**src/rtl/pinctl_pkg.sv**
```systemverilog
package pinctl_pkg;

    // Bits of a control word that hold state
    localparam logic [31:0] CTL_KEEP = 32'h000F_0703;

    typedef enum logic [3:0] {
        TRG_OFF      = 4'b0000,
        TRG_DMA_RISE = 4'b0001,
        TRG_DMA_FALL = 4'b0010,
        TRG_DMA_BOTH = 4'b0011,
        TRG_IRQ_LOW  = 4'b1000,
        TRG_IRQ_RISE = 4'b1001,
        TRG_IRQ_FALL = 4'b1010,
        TRG_IRQ_BOTH = 4'b1011,
        TRG_IRQ_HIGH = 4'b1100
    } trig_e;

    typedef struct packed {
        logic to_irq;
        logic to_dma;
        logic on_rise;
        logic on_fall;
        logic on_low;
        logic on_high;
    } sense_t;

    function automatic sense_t decode_trig(input logic [3:0] code);
        sense_t s;
        s = '0;
        case (code)
            TRG_DMA_RISE: begin s.to_dma = 1'b1; s.on_rise = 1'b1; end
            TRG_DMA_FALL: begin s.to_dma = 1'b1; s.on_fall = 1'b1; end
            TRG_DMA_BOTH: begin s.to_dma = 1'b1; s.on_rise = 1'b1; s.on_fall = 1'b1; end
            TRG_IRQ_LOW:  begin s.to_irq = 1'b1; s.on_low  = 1'b1; end
            TRG_IRQ_RISE: begin s.to_irq = 1'b1; s.on_rise = 1'b1; end
            TRG_IRQ_FALL: begin s.to_irq = 1'b1; s.on_fall = 1'b1; end
            TRG_IRQ_BOTH: begin s.to_irq = 1'b1; s.on_rise = 1'b1; s.on_fall = 1'b1; end
            TRG_IRQ_HIGH: begin s.to_irq = 1'b1; s.on_high = 1'b1; end
            default:      s = '0;
        endcase
        return s;
    endfunction

endpackage

```
**src/rtl/pinctl_sync.sv**
```systemverilog
module pinctl_sync #(
    parameter int WIDTH = 32
) (
    input  logic             clk,
    input  logic             rst_n,
    input  logic [WIDTH-1:0] raw_in,
    output logic [WIDTH-1:0] now_q,
    output logic [WIDTH-1:0] last_q
);
    logic [WIDTH-1:0] meta_q;

    always_ff @(posedge clk or negedge rst_n) begin
        if (!rst_n) begin
            meta_q <= '0;
            now_q  <= '0;
            last_q <= '0;
        end else begin
            meta_q <= raw_in;
            now_q  <= meta_q;
            last_q <= now_q;
        end
    end
endmodule

```
**src/rtl/pinctl_sense.sv**
```systemverilog
module pinctl_sense
    import pinctl_pkg::*;
#(
    parameter int N_PINS = 32
) (
    input  logic [N_PINS*4-1:0] trig_codes,
    input  logic [N_PINS-1:0]   now_lvl,
    input  logic [N_PINS-1:0]   last_lvl,
    output logic [N_PINS-1:0]   evt,
    output logic [N_PINS-1:0]   irq_route,
    output logic [N_PINS-1:0]   dma_route
);
    for (genvar p = 0; p < N_PINS; p++) begin : g_pin
        sense_t s;
        always_comb begin
            s            = decode_trig(trig_codes[p*4 +: 4]);
            irq_route[p] = s.to_irq;
            dma_route[p] = s.to_dma;
            evt[p]       = (s.on_rise &  now_lvl[p] & ~last_lvl[p])
                         | (s.on_fall & ~now_lvl[p] &  last_lvl[p])
                         | (s.on_low  & ~now_lvl[p])
                         | (s.on_high &  now_lvl[p]);
        end
    end
endmodule

```
**src/rtl/pinctl_port.sv**
```systemverilog
module pinctl_port
    import pinctl_pkg::*;
#(
    parameter int          N_PINS    = 32,
    parameter int          ADDR_W    = 8,
    parameter logic [7:0]  FLAG_ADDR = 8'hA0
) (
    input  logic                clk,
    input  logic                rst_n,
    input  logic [ADDR_W-1:0]   bus_addr,
    input  logic                bus_we,
    input  logic [31:0]         bus_wdata,
    output logic [31:0]         bus_rdata,
    input  logic [N_PINS-1:0]   pad_in,
    output logic [N_PINS*3-1:0] mux_sel_o,
    output logic [N_PINS-1:0]   pull_en_o,
    output logic [N_PINS-1:0]   pull_up_o,
    output logic                irq_o,
    output logic                dma_o
);
    localparam int IDX_W   = $clog2(N_PINS);
    localparam int CTL_END = N_PINS * 4;

    logic [N_PINS*4-1:0] trig_q;
    logic [N_PINS-1:0]   now_lvl, last_lvl, evt, irq_route, dma_route;
    logic [N_PINS-1:0]   flags, clr_mask;
    logic                ctl_hit, flag_hit;
    logic [IDX_W-1:0]    idx;

    assign idx      = bus_addr[IDX_W+1:2];
    assign ctl_hit  = (bus_addr[1:0] == 2'b00) && (int'(bus_addr) < CTL_END);
    assign flag_hit = (bus_addr == ADDR_W'(FLAG_ADDR));
    assign clr_mask = (bus_we && flag_hit) ? bus_wdata[N_PINS-1:0] : '0;

    logic unused_wbits;
    assign unused_wbits = ^{bus_wdata[31:20], bus_wdata[15:11], bus_wdata[7:2]};

    // Per-pin control words
    for (genvar p = 0; p < N_PINS; p++) begin : g_ctl
        always_ff @(posedge clk or negedge rst_n) begin
            if (!rst_n) begin
                trig_q[p*4 +: 4]    <= '0;
                mux_sel_o[p*3 +: 3] <= '0;
                pull_en_o[p]        <= 1'b0;
                pull_up_o[p]        <= 1'b0;
            end else if (bus_we && ctl_hit && idx == IDX_W'(p)) begin
                trig_q[p*4 +: 4]    <= bus_wdata[19:16];
                mux_sel_o[p*3 +: 3] <= bus_wdata[10:8];
                pull_en_o[p]        <= bus_wdata[1];
                pull_up_o[p]        <= bus_wdata[0];
            end
        end
    end

    pinctl_sync #(.WIDTH(N_PINS)) u_sync (
        .clk    (clk),
        .rst_n  (rst_n),
        .raw_in (pad_in),
        .now_q  (now_lvl),
        .last_q (last_lvl)
    );

    pinctl_sense #(.N_PINS(N_PINS)) u_sense (
        .trig_codes (trig_q),
        .now_lvl    (now_lvl),
        .last_lvl   (last_lvl),
        .evt        (evt),
        .irq_route  (irq_route),
        .dma_route  (dma_route)
    );

    // Sticky flags: clear wins over a same-cycle event
    always_ff @(posedge clk or negedge rst_n) begin
        if (!rst_n) flags <= '0;
        else        flags <= (flags | evt) & ~clr_mask;
    end

    assign irq_o = |(flags & irq_route);
    assign dma_o = |(flags & dma_route);

    always_comb begin
        bus_rdata = '0;
        if (ctl_hit) begin
            bus_rdata[19:16] = trig_q[idx*4 +: 4];
            bus_rdata[10:8]  = mux_sel_o[idx*3 +: 3];
            bus_rdata[1]     = pull_en_o[idx];
            bus_rdata[0]     = pull_up_o[idx];
        end else if (flag_hit) begin
            bus_rdata[N_PINS-1:0] = flags;
        end
    end
endmodule

```
**config.mk**
```make
export PLATFORM = sky130hd
export DESIGN_NAME = pinctl_port
export DESIGN_NICKNAME = d
export VERILOG_FILES = /design/src/rtl/pinctl_pkg.sv /design/src/rtl/pinctl_sync.sv /design/src/rtl/pinctl_sense.sv /design/src/rtl/pinctl_port.sv
export SDC_FILE = /design/constraint.sdc
export NUM_CORES = 1
export LEC_CHECK = 0
export BUFFER_PORTS_ARGS = -buffer_cell sky130_fd_sc_hd__buf_2
export CAP_MARGIN = 20
export CORE_MARGIN = 4
export CORE_UTILIZATION = 50
export DETAILED_ROUTE_END_ITERATION = 8
export PLACE_DENSITY = 0.75
export RECOVER_POWER = 100
export SLEW_MARGIN = 20
export SYNTH_ARGS = -nofsm -noshare
export SYNTH_HDL_FRONTEND = slang
export SYNTH_HIERARCHICAL = 1
export SYNTH_SLANG_ARGS = --single-unit
```
**constraint.sdc**
```tcl
create_clock -name clk -period 2 [get_ports clk]
set_input_delay 0 -clock clk [delete_from_list [all_inputs] [get_ports clk]]
set_output_delay 0 -clock clk [all_outputs]
set_load 0.02 [all_outputs]
```
Word-level counts from Yosys, hierarchy flattened
Index checks and enable logic that the tools add are counted.
{"block": "classes", "n_mul": 1, "eq_ne": 288, "muxes": 204, "shifts": 2, "order_cmp": 2, "n_bitwise": 357, "reduce_logical": 167}
{"operator": "== test 4 bit (second input constant)", "count": 160}
{"operator": "== test 4 x 2 -> 1 bit (second input constant)", "count": 64}
{"operator": "OR reduction 4 bit", "count": 64}
{"operator": "2-to-1 mux 1 bit", "count": 194}
{"operator": "AND 1 bit", "count": 192}
{"operator": "OR reduction 5 bit", "count": 32}
{"operator": "== test 4 x 1 -> 1 bit (second input constant)", "count": 32}
{"operator": "indexed part select 128 x 8 -> 4 bit", "count": 1}
{"operator": "AND 32 bit", "count": 3}
{"operator": "bitwise OR 1 bit", "count": 96}
{"operator": "OR reduction 3 bit", "count": 32}
{"operator": "indexed part select 96 x 8 -> 3 bit", "count": 1}
{"operator": "== test 5 bit (second input constant)", "count": 16}
{"operator": "2-to-1 mux 32 bit", "count": 2}
{"operator": "inverter 1 bit", "count": 64}
{"operator": "OR reduction 32 bit", "count": 2}
{"operator": "== test 5 x 4 -> 1 bit (second input constant)", "count": 8}
{"operator": "logical AND 1 bit", "count": 35}
{"operator": "inverter 32 bit", "count": 1}
{"operator": "bitwise OR 32 bit", "count": 1}
{"operator": "== test 5 x 3 -> 1 bit (second input constant)", "count": 4}
{"operator": "2-to-1 mux 12 bit", "count": 1}
{"operator": "binary-select mux 1 bit (select 5 bit)", "count": 2}
{"operator": "== test 5 x 2 -> 1 bit (second input constant)", "count": 2}
{"operator": "12 further kinds", "count": 12}
{"block": "totals", "regBits": 416, "elab_cells": 1153, "output_inout_bits": 194}

Depth between registers and ports, before layout
{"block": "logic_depth", "ltp_word": 10, "depth_mapped": 8, "mapped_depth_nobuf": 5}

By module
Netlist, hierarchy kept.
{"module": "pinctl_port", "instances": 1, "cells_per_inst": 1098, "area_per_inst_um2": 15227.1}
{"module": "pinctl_sync", "instances": 1, "cells_per_inst": 96, "area_per_inst_um2": 2402.3}
{"module": "pinctl_sense", "instances": 1, "cells_per_inst": 320, "area_per_inst_um2": 1841.8}

Least setup slack after synthesis
No wires, ideal clock.
{"block": "synth_timing", "path_kind": "in2out", "from": "input bus_addr[2]", "to": "output bus_rdata[0]", "slack_ns": 0.208, "path_buffers": 3, "arrival_time_ns": 1.792, "required_time_ns": 2.000, "path_stages": 7, "cell_sequence": "buf_6 buf_6 buf_6 or3b_2 o221ai_1 a2111oi_0 a221oi_1"}
{"block": "synth_via", "elab_chain_len": 3, "elab_cells_between_ends": 7, "classes_between": "1 x order compare; 1 x eq/ne; 4 x mux; 1 x reduce/logical"}
{"element": "from (decl)", "line": "pinctl_port.sv:10", "rtl": "input logic [ADDR_W-1:0] bus_addr,"}
{"element": "binary-select mux 1 bit (select 5 bit), or another cell as far along", "line": "pinctl_port.sv:87", "rtl": "bus_rdata[0] = pull_up_o[idx];"}
{"element": "2-to-1 mux 1 bit (implied by the code), or another cell as far along", "line": "pinctl_port.sv:87"}
{"element": "2-to-1 mux 2 bit (*)", "line": "pinctl_port.sv:83", "rtl": "if (ctl_hit) begin"}
{"element": "to (decl)", "line": "pinctl_port.sv:13", "rtl": "output logic [31:0] bus_rdata,"}
Mark *: on every way between the ends. The rest lies on a longest branch, timed or not. The select of a mux whose other input is x is not followed.

Worst setup path after layout
{"block": "layout_timing", "from": "register mux_sel_o[47]", "to": "output bus_rdata[10]"}
{"block": "layout_via", "elab_chain_len": 2}
{"element": "from (decl)", "line": "pinctl_port.sv:15", "rtl": "output logic [N_PINS*3-1:0] mux_sel_o,"}
{"element": "from (signal, indexed assignment)", "line": "pinctl_port.sv:48", "rtl": "mux_sel_o[p*3 +: 3] <= bus_wdata[10:8];"}
{"element": "indexed part select 96 x 8 -> 3 bit", "line": "pinctl_port.sv:85", "rtl": "bus_rdata[10:8] = mux_sel_o[idx*3 +: 3];"}
{"element": "2-to-1 mux 3 bit", "line": "pinctl_port.sv:83"}
No other way between the ends.

==> run_results.csv <==
group,metric,value,unit
sta,setup_viol_count_final,59,
setup_path,critical_path_class,"reg -> out",
logic_synthesis,synth_largest_type_area_fraction,0.535,
detailed_routing,vias_per_cell,6.02,
floorplan,ioPinCount,269,
detailed_routing,routedWlPerCell,25.8,µm
logic_synthesis,ys_seq_elements,416,
clocking,clkSlewWorstSetupHoldPaths,0.06,ns
clocking,cts_made_buffers,45,
sta,grt_setup_unrepaired,"true",
logic_synthesis,synth_edf_count,0,
final_layout,final_layout_size_suffix_gt1_frac,0.377,
final_layout,final_cells,2611,
placed_design,number_of_buffers_added_on_ports,268,
final_layout,fillers,3018,
floorplan,die_area,0.0422,mm²
detailed_routing,drt-initial-drc-count,1576,
placed_design,gp_congestion,0.984,
sta,finalHoldWorstSlack,0.0632,ns
floorplan,die_height,205,µm
clocking,clock_tree.root_cell,"sky130_fd_sc_hd__clkbuf_16",
clocking,max-clock-path-buffers,3,
logic_synthesis,yosys.cell_count.top_type,"sky130_fd_sc_hd__dfrtp_1",
setup_path,critical_path.max_stage_delay,0.49,ns
power_and_ir_drop,p_leak,11.9,nW
sta,layout_min_cycle_time,2.49,ns
sta,final.period_utilization,1.24,
floorplan,chipWidth,205,µm
global_route,pin_count_of_the_biggest_net_entering_global_routing,70,
detailed_routing,routed-via-count,15700,
setup_path,arrival_time_at_the_worst_endpoint,2.49,ns
final_layout,area_of_combinational_cells_with_multiple_inputs,0.00883,mm²
logic_synthesis,synth_sequential_area_ratio,0.535,
detailed_routing,wl,67500,µm
logic_synthesis,post_synth_inst_count,1514,
final_layout,layout.nets,2133,
global_route,globalRouteTotalUtil,0.316,
power_and_ir_drop,power.ir.vdd_worst,0.594,mV
setup_path,worstSetupStartpointType,"register",
power_and_ir_drop,power_per_cell_area,803,mW/mm²
setup_path,cp.buffers_inverters,1,
placed_design,dp.final_hpwl,47600,µm
setup_path,timing.critical_path.fanout_max,2,
sta,worst_slew_pin_slew,1.12,ns
logic_synthesis,synth_cell_types,47,
logic_synthesis,synth_area,0.0195,mm²
floorplan,initial_core_util,0.505,
floorplan,standard_cell_row_count,72,
global_route,globalRoute.totalOverflow,0,
run_status,failed_checks,"negative setup slack",
setup_path,cpMaxStageDelayCell,"sky130_fd_sc_hd__mux4_2",
logic_synthesis,postSynthNetCount,1589,
global_route,grt_antenna_before_repair,4,
setup_path,worstPathCellList,"mux4_2 > mux2_4 > a2111oi_4 > a221oi_4 > buf_6",
placed_design,placed_cells_incl_taps,2446,
logic_synthesis,synth.area.top_cells,"sky130_fd_sc_hd__dfrtp_1 (53%), sky130_fd_sc_hd__mux2_2 (17%), sky130_fd_sc_hd__mux4_2 (4.9%)",
logic_synthesis,avgSynthCellArea,12.9,µm²
setup_path,setup.reg_to_reg.worst_slack,0.58,ns
detailed_routing,route.detailed.drc,0,
logic_synthesis,synthDominantAreaCellType,"sky130_fd_sc_hd__dfrtp_1",
sta,maxSlewViolCount,0,
final_layout,area_delta_synth_final,29.0,%
logic_synthesis,synth.cells.most_frequent,"sky130_fd_sc_hd__dfrtp_1 (416), sky130_fd_sc_hd__mux2_2 (293), sky130_fd_sc_hd__o21ai_0 (72)",
job,maxCapViolCount,0,
clocking,clock_latency_late_sink,0.58,ns
detailed_routing,drtPass1Iterations,6,
setup_path,critical_path_required,2.00,ns
sta,worst_slew_margin_rel,0.253,
clocking,cts_tree,"yes",
global_route,first_pass_grt_wire_length,100000,µm
clocking,clkSinkCount,416,
sta,achievable-frequency,0.402,GHz
detailed_routing,drtAntennaViolNets,0,
sta,least_setup_slack_across_all_paths_after_layout,-0.489,ns
run_status,run_status,"finished with violations",
sta,clock-skew-final,0.0182,ns
setup_path,type_of_element_capturing_the_critical_path,"output port",
global_route,first_global_vias,15900,
logic_synthesis,yosysWarnings,6,
sta,finalHoldViolCount,0,
clocking,h-tree-depth,2,
logic_synthesis,synth_flop_cell,"sky130_fd_sc_hd__dfrtp_1",
final_layout,ff_latch_area,0.0104,mm²
min_path,class_of_the_most_critical_hold_timing_path,"in -> reg",
logic_synthesis,ys_async_sr_fraction,1.00,
floorplan,area_of_the_core,0.0386,mm²
setup_path,cpLargestDelayFamily,"multiplexers",
report_power, final:
| part | switching, mW | leakage (nW) | internal [mW] |
|---|---|---|---|
| clock | 3.48 | 0.733 | 4.87 |
| sequential | 0.398 | 5.37 | 8.82 |
| combinational | 1.49 | 5.84 | 1.12 |
| total | 5.37 | 11.9 | 14.8 |
cells in the final DEF, fill, tap and decap left out, types with 7 or more instances in the layout:
cell type,n
sky130_fd_sc_hd__xnor2_1,32
sky130_fd_sc_hd__buf_4,197
sky130_fd_sc_hd__mux4_2,42
sky130_fd_sc_hd__a2111oi_4,8
sky130_fd_sc_hd__and2_1,60
sky130_fd_sc_hd__nor2_2,8
sky130_fd_sc_hd__clkbuf_8,12
sky130_fd_sc_hd__clkinv_2,9
sky130_fd_sc_hd__nand2_1,25
sky130_fd_sc_hd__nor3_1,44
sky130_fd_sc_hd__clkbuf_4,8
sky130_fd_sc_hd__inv_1,37
sky130_fd_sc_hd__buf_12,7
sky130_fd_sc_hd__clkbuf_1,193
sky130_fd_sc_hd__a21oi_1,38
sky130_fd_sc_hd__nor2b_1,8
sky130_fd_sc_hd__clkbuf_2,10
sky130_fd_sc_hd__nand3_1,40
sky130_fd_sc_hd__buf_6,10
sky130_fd_sc_hd__o21ai_0,70
sky130_fd_sc_hd__a31oi_1,32
sky130_fd_sc_hd__dlygate4sd3_1,57
sky130_fd_sc_hd__clkbuf_16,47
sky130_fd_sc_hd__buf_2,91
sky130_fd_sc_hd__a22oi_1,27
sky130_fd_sc_hd__and3b_1,31
sky130_fd_sc_hd__a221oi_1,8
sky130_fd_sc_hd__nand4_1,10
sky130_fd_sc_hd__nor2_1,72
sky130_fd_sc_hd__mux2_2,285
sky130_fd_sc_hd__mux2i_1,60
sky130_fd_sc_hd__o221ai_1,15
sky130_fd_sc_hd__dfrtp_1,412
what timing repair did:
action / 4_1_cts / 5_1_grt
setup buffers: 29 / 2
resized for setup: 86 / 12
gates cloned: 0 / 0
pin swaps: 32 / 8
hold buffers: 57 / 0
endpoints found under the setup margin: 11 / 11
endpoints found under the hold margin: 442 / 0
worst paths after layout:
| check | to | start | depth (start not counted) |
|---|---|---|---|
| max | bus_rdata[10] | mux_sel_o[47] | 5 |
| min | u_sync/meta_q[14] | pad_in[14] | 2 |
| max reg2reg | flags[12] | trig_q[48] | 6 |
| min reg2reg | u_sync/now_q[11] | u_sync/meta_q[11] | 0 |
| max in group asynchronous | trig_q[102] | rst_n | 3 |
| min in group asynchronous | u_sync/meta_q[4] | rst_n | 2 |
area by class of cell:
class                           count  area share
Tap cell                          518      0.0258
Multi-Input combinational cell    987       0.351
Inverter                           39     0.00583
Antenna cell                        1   0.0000996
Clock inverter                     15     0.00458
Clock buffer                       66      0.0544
Timing Repair Buffer              569       0.143
Sequential cell                   416       0.415
per-stage QoR:
stage           util  setup TNS, ns  setup slack (ns)  area [µm²]  total power, mW
2_1_floorplan      -              0             0.208       19500             10.5
3_3_place_gp   0.599          -1.39            -0.199       23100             11.7
3_5_place_dp   0.599          -1.56            -0.232       23100             11.8
4_1_cts        0.668          -4.75            -0.468       25700             20.3
5_1_grt        0.652         -14.84            -0.519       25100             20.7
6_report       0.652          -7.65            -0.489       25100             20.2
logic make-up after synthesis:
family          synth area share
compound gates            0.0729
xor+xnor                  0.0144
buf+inv                   0.0252
flops                      0.535
mux                        0.249
simple gates               0.103
per-layer routing:
metal,part of all wire,track usage,up-vias,wire [µm]
met3,0.083,0.0583,165,5620
met4,0.040,0.119,4,2690
li1,-,-,6666,-
met5,0.00036,0,-,24
met2,0.47,0.499,769,31600
met1,0.41,0.439,8108,27600
sequential cells by signal (all words and copies together), names as in the netlist:
signal         count
u_sync/last_q     32
u_sync/now_q      32
pull_up_o         32
u_sync/meta_q     32
trig_q           128
flags             32
pull_en_o         32
mux_sel_o         96
No activity file was read; power rests on OpenSTA's default activity.
